**src/rtl/hpa_decoder_bank.sv**
```systemverilog
module hpa_decoder_bank #(
  parameter int NUM_DEC        = 4,
  parameter int COMMIT_LAT     = 16,
  parameter bit SWITCH_FLAVOUR = 1'b1,
  parameter int TARGET_COUNT   = 8,
  parameter bit IL_BITS_11_8   = 1'b1,
  parameter bit IL_BITS_14_12  = 1'b0,
  localparam int ADDR_W = $clog2(NUM_DEC + 1) + 3
) (
  input  logic               clk,
  input  logic               rst_n,
  input  logic               reg_wr,
  input  logic [ADDR_W-1:0]  reg_addr,
  input  logic [31:0]        reg_wdata,
  output logic [31:0]        reg_rdata,
  output logic [NUM_DEC-1:0] busy
);
  localparam int BLK_W = ADDR_W - 3;
  localparam int CNT_W = $clog2(COMMIT_LAT + 1);

  logic [63:0]      base_q [NUM_DEC];
  logic [63:0]      size_q [NUM_DEC];
  logic [63:0]      aux_q  [NUM_DEC];
  logic [3:0]       gran_q [NUM_DEC];
  logic [3:0]       ways_q [NUM_DEC];
  logic [CNT_W-1:0] cnt_q  [NUM_DEC];
  logic [NUM_DEC-1:0] lock_q, commit_q, type_q, done_q, err_q, pend_q, bad_q;
  logic [NUM_DEC-1:0] hit, start, stop;
  logic [NUM_DEC:0]   chain;

  wire [BLK_W-1:0] blk = reg_addr[ADDR_W-1:3];
  wire [2:0]       off = reg_addr[2:0];

  assign chain = {done_q, 1'b1};
  assign busy  = pend_q;

  wire [31:0] cap_word = {18'b0, IL_BITS_14_12, IL_BITS_11_8,
                          4'(SWITCH_FLAVOUR ? TARGET_COUNT : 0), 8'(NUM_DEC)};

  function automatic logic cfg_bad(input logic [3:0] w, input logic [63:0] s);
    logic [63:0] mask;
    if (w > 4'd3) return 1'b1;
    if (SWITCH_FLAVOUR && ((32'd1 << w) > TARGET_COUNT)) return 1'b1;
    mask = (64'd1 << (28 + int'(w))) - 64'd1;
    return (s & mask) != 64'd0;
  endfunction

  always_comb begin
    for (int i = 0; i < NUM_DEC; i++) begin
      hit[i]   = reg_wr && (blk == BLK_W'(i + 1)) && !(done_q[i] && lock_q[i]);
      start[i] = hit[i] && (off == 3'd0) && reg_wdata[9] && !commit_q[i];
      stop[i]  = hit[i] && (off == 3'd0) && !reg_wdata[9] && commit_q[i];
    end
  end

  always_ff @(posedge clk or negedge rst_n) begin
    if (!rst_n) begin
      for (int i = 0; i < NUM_DEC; i++) begin
        base_q[i] <= '0;
        size_q[i] <= '0;
        aux_q[i]  <= '0;
        gran_q[i] <= '0;
        ways_q[i] <= '0;
        cnt_q[i]  <= '0;
      end
      lock_q   <= '0;
      commit_q <= '0;
      type_q   <= '0;
      done_q   <= '0;
      err_q    <= '0;
      pend_q   <= '0;
      bad_q    <= '0;
    end else begin
      for (int i = 0; i < NUM_DEC; i++) begin
        if (hit[i]) begin
          case (off)
            3'd0: begin
              gran_q[i]   <= reg_wdata[3:0];
              ways_q[i]   <= reg_wdata[7:4];
              lock_q[i]   <= reg_wdata[8];
              commit_q[i] <= reg_wdata[9];
              type_q[i]   <= reg_wdata[12];
            end
            3'd1: base_q[i][31:0]  <= reg_wdata;
            3'd2: base_q[i][63:32] <= reg_wdata;
            3'd3: size_q[i][31:0]  <= reg_wdata;
            3'd4: size_q[i][63:32] <= reg_wdata;
            3'd5: aux_q[i][31:0]   <= reg_wdata;
            3'd6: aux_q[i][63:32]  <= reg_wdata;
            default: ;
          endcase
        end
        if (start[i]) begin
          pend_q[i] <= 1'b1;
          done_q[i] <= 1'b0;
          err_q[i]  <= 1'b0;
          cnt_q[i]  <= CNT_W'(COMMIT_LAT - 1);
          bad_q[i]  <= cfg_bad(reg_wdata[7:4], size_q[i]) || !chain[i];
        end else if (stop[i]) begin
          pend_q[i] <= 1'b0;
          done_q[i] <= 1'b0;
          err_q[i]  <= 1'b0;
        end else if (pend_q[i]) begin
          if (cnt_q[i] == '0) begin
            pend_q[i] <= 1'b0;
            if (bad_q[i] || !chain[i]) err_q[i] <= 1'b1;
            else                       done_q[i] <= 1'b1;
          end else begin
            cnt_q[i] <= cnt_q[i] - 1'b1;
          end
        end
      end
    end
  end

  always_comb begin
    reg_rdata = '0;
    if (blk == '0) begin
      if (off == 3'd0) reg_rdata = cap_word;
    end else begin
      for (int i = 0; i < NUM_DEC; i++) begin
        if (blk == BLK_W'(i + 1)) begin
          case (off)
            3'd0: reg_rdata = {19'b0, type_q[i], err_q[i], done_q[i], commit_q[i],
                               lock_q[i], ways_q[i], gran_q[i]};
            3'd1: reg_rdata = base_q[i][31:0];
            3'd2: reg_rdata = base_q[i][63:32];
            3'd3: reg_rdata = size_q[i][31:0];
            3'd4: reg_rdata = size_q[i][63:32];
            3'd5: reg_rdata = aux_q[i][31:0];
            3'd6: reg_rdata = aux_q[i][63:32];
            default: reg_rdata = '0;
          endcase
        end
      end
    end
  end

  for (genvar g = 0; g < NUM_DEC; g++) begin : g_chk
    a_r10_status_exclusive: assert property (@(posedge clk) disable iff (!rst_n)
      !(done_q[g] && err_q[g]));
    a_r5_outcome_after_busy: assert property (@(posedge clk) disable iff (!rst_n)
      ($rose(done_q[g]) || $rose(err_q[g])) |-> $past(pend_q[g]));
    a_r5_busy_no_status: assert property (@(posedge clk) disable iff (!rst_n)
      pend_q[g] |-> (!done_q[g] && !err_q[g]));
    a_r6_in_order: assert property (@(posedge clk) disable iff (!rst_n)
      $rose(done_q[g]) |-> $past(chain[g]));
    a_r9_lock_frozen: assert property (@(posedge clk) disable iff (!rst_n)
      $past(done_q[g] && lock_q[g]) |->
        (done_q[g] && $stable(base_q[g]) && $stable(size_q[g]) && $stable(aux_q[g])));
  end
endmodule

```
**config.mk**
```make
export PLATFORM = sky130hd
export DESIGN_NAME = hpa_decoder_bank
export DESIGN_NICKNAME = d
export VERILOG_FILES = /design/src/rtl/hpa_decoder_bank.sv
export SDC_FILE = /design/constraint.sdc
export NUM_CORES = 1
export LEC_CHECK = 0
export BUFFER_PORTS_ARGS = -buffer_cell sky130_fd_sc_hd__buf_2
export CAP_MARGIN = 20
export CORE_MARGIN = 4
export CORE_UTILIZATION = 57
export CTS_BUF_LIST = sky130_fd_sc_hd__clkbuf_16
export DETAILED_ROUTE_END_ITERATION = 12
export PLACE_DENSITY = 0.76
export SLEW_MARGIN = 20
export SYNTH_ARGS = -nofsm -noshare
export SYNTH_HDL_FRONTEND = slang
export SYNTH_SLANG_ARGS = --single-unit
```
**constraint.sdc**
```tcl
create_clock -name clk -period 2.3 [get_ports clk]
set_clock_uncertainty 0.1 [all_clocks]
set_input_delay 0.345 -clock clk [delete_from_list [all_inputs] [get_ports clk]]
set_output_delay 0.345 -clock clk [all_outputs]
set_load 0.01 [all_outputs]
```
==> run metrics <==
status finished with violations; violated checks setup timing; Final ANT Viol Nets 0; Tightest Pin Transition just over 0.9 ns; peak supply drop 0.795 mV; critical path launch point type flip-flop; syn_nets 3348; Slew headroom approximately two fifths; Detailed Place HPWL 109000 um; top cells by area, synth dfrtp_1 53%, mux2_2 23%, a221oi_1 2.3%; global-route wire length before repair 234000 um; GRT Total Usage a little over two fifths; Worst setup EP type output pin; number of synthesized flops with an enable pin 0; H-tree Lvls 3; FMAX 0.353 GHz; antenna violations before repair 8; Critical Path RT 1.86 ns; Ys Warns 0; total power 40.9 mW; Max clock buf depth 3; drt via density 6.97; NetSw 12.1 mW; dominant cell type by area after synthesis dfrtp_1; Cell variety after synth 81; Sw Ratio 29.6%; # rows 97; share of cells above drive strength 1 48.9%; io pins 77; Top FF cell, synth dfrtp_1; WP buf/inv 1; CORE AREA around 70000 sq um; critical path arrival 2.39 ns; Syn Inst Count 3293; Placed Cells incl. Taps 4539; Area growth syn-to-layout 27.1%; Clock Power Share roughly 35%; 1st-pass router iterations 6; Die X 274 um; CTS sink count 848; GRT overflow 0; DRC Markers 0; Post-Route WL 162000 um; sequential element share of the synthesized area a little over half; final setup violation count 34; Hold/Removal Path Class input pin to asynchronous set/reset pin; largest net degree at the start of global routing 110; Tcrit/Tclk final 123%; async set or reset register ratio after synthesis 100%; Routability Congestion between 1 and 1.5; pre-CTS setup slack -1.20 ns; sequential share of power between 40 and 50%; RSZ-0062 raised after global routing yes; fin cells between 4000 and 5000; Die Span Y 274 um; power share of the combinational group between 15 and 20%; crit path cell chain mux2_4, a221oi_4, o22ai_2, a21oi_2, o31a_1, nor3_2, buf_2; synthesized flop and latch total 848; fin crit period 2.83 ns; design area 51300 sq um; TritonCTS clock tree yes; worst-path fanout max 2; final setup margin -0.531 ns; Power Density 797 nW/um^2; Post-Syn Area ~40000 sq um; Internal Power 28.8 mW; cell family with most CP delay compound AO/OA/AOI/OAI gates; via count 33400; Max Slew Vio Count 0; Die ar. 75100 sq um; max-cap viol count 0; DR iter-0 viols 3905; Worst-path clk slew 0.06 ns; Crit Path Class flip-flop to output pin; leakage power 24.4 nW; I/O Buffers 76; clk_lat worst skew 0.67 ns; Placement Cell Area 46000 sq um; Slowest Stage Delay on Critical Path 0.38 ns; share of the synthesized area in the top cell type 52.6%; Critical Path Slowest Stage Cell dfrtp_1; drt wl/cell 33.9 um; Mapped Avg Cell Area roughly 12 sq um; Final #Nets 3833; initial core utilization 57.5%; # fillers 4722; total CTS buffers 90; number of global-route vias before repair 34000; Root Buffer Master clkbuf_16; WHS just over 0.08 ns; endpoints failing hold 0
==> final cells by class <==
cell class              count  area (sq um)  share of cell area [%]
well taps                 940          1180                    2.29
flip-flops and latches    848         21200                    41.4
clock buffers              91          2280                    4.44
repair buffers            695          6850                    13.4
diodes                      2          5.00                 0.00976
clock inverters            74           517                    1.01
multi-input cells        2121         19100                    37.3
inverters                  22           101                   0.198
==> metrics by stage <==
stage	setup TNS [ns]	util, %
after CTS	-11.06	72.0
after global placement	-107.60	65.6
after global routing	-12.85	73.1
final	-11.22	73.1
after floorplan	-0.613	-
after detailed placement	-112.64	65.6
==> sequential cells by signal, summed over array words and instances, names as in the netlist <==
| register | flops |
|---|---|
| cnt_q | 20 |
| err_q | 4 |
| aux_q | 256 |
| done_q | 4 |
| ways_q | 16 |
| gran_q | 16 |
| busy | 4 |
| base_q | 256 |
| commit_q | 4 |
| size_q | 256 |
| type_q | 4 |
| bad_q | 4 |
| lock_q | 4 |
==> power groups by stage <==
| stage | Clock, mW | Combinational [mW] | Sequential, mW |
|---|---|---|---|
| after floorplan | 0 | 4.11 | 18.2 |
| after global placement | 0 | 6.72 | 18.8 |
| after detailed placement | 0 | 7.02 | 18.9 |
| after CTS | 14.1 | 7.56 | 18.7 |
| after global routing | 14.8 | 8.48 | 19.0 |
| final | 14.1 | 7.97 | 18.8 |
==> Yosys cell counts, types with 7 or more instances <==
library cell  count
a2111oi_0        12
a211o_1           9
a211oi_1         20
a21oi_1         162
a221o_1          30
a221oi_1        107
a22o_1           15
a22oi_1          97
a31oi_1          36
and3_1           12
buf_1            22
buf_2           108
buf_4             7
clkbuf_1        162
dfrtp_1         848
ha_1             14
inv_1            19
mux2_2          833
mux2i_1          75
nand2_1         169
nand2b_1         10
nand3_1          17
nand4_1           7
nor2_1          118
nor2b_1          17
nor3_1           21
nor4_1           20
nor4b_1          11
o211ai_1         20
o21ai_0         138
o221ai_1          7
o22ai_1          14
o2bb2ai_1         8
o311a_1           7
xor2_1           10
==> layout by cell type, fill, tap and decap left out, drive strengths merged, types with 14 or more instances in the layout <==
cell type / n
ha: 14
nor2b: 17
inv: 44
clkinv: 46
o21ai: 138
mux2: 833
dfrtp: 848
a22oi: 97
a211oi: 20
clkbuf: 95
nor2: 120
a21oi: 162
o211ai: 23
o22ai: 14
a221o: 30
nand3: 18
a221oi: 107
buf: 688
nand2: 175
nor4: 20
a31oi: 36
a22o: 15
nor3: 21
mux2i: 75
==> repair_timing <==
action                     4_1_cts  5_1_grt
buffers inserted                60       25
resized for setup              224      106
hold endpoints to repair       495        0
cloned                           8        2
pin swaps                      104       60
hold buffers                     1        0
setup endpoints to repair       37       46
==> cells by family after synthesis <==
family	count (synthesis)	synth area share, %
AO/OA/AOI/OAI	728	12.4
XOR/XNOR	14	0.304
adder cells (fa/ha/maj)	14	0.434
buffers and inverters	324	3.46
flip-flops	848	52.6
multiplexers	913	25.4
AND/OR/NAND/NOR	452	5.40
==> final timing paths <==
path,from,to,slack (ns),cells after the start
min,rst_n,base_q[5],0.08,2
min reg2reg,base_q[102],base_q[102],0.38,2
max reg2reg,size_q[129],bad_q[1],-0.31,8
max in group asynchronous,rst_n,size_q[221],1.08,3
min in group clk,reg_wdata[6],size_q[230],0.08,4
max,base_q[227],reg_rdata[3],-0.53,7
==> routing by layer <==
metal	wire length, um	track usage [%]	vias to the layer above
met2	71500	64.2	2370
met4	12600	26.6	6
met1	59700	55.5	17000
met3	18600	11.4	731
met5	42	0	-
li1	-	-	13300
Note: power is estimated with default switching activity, not from simulation.
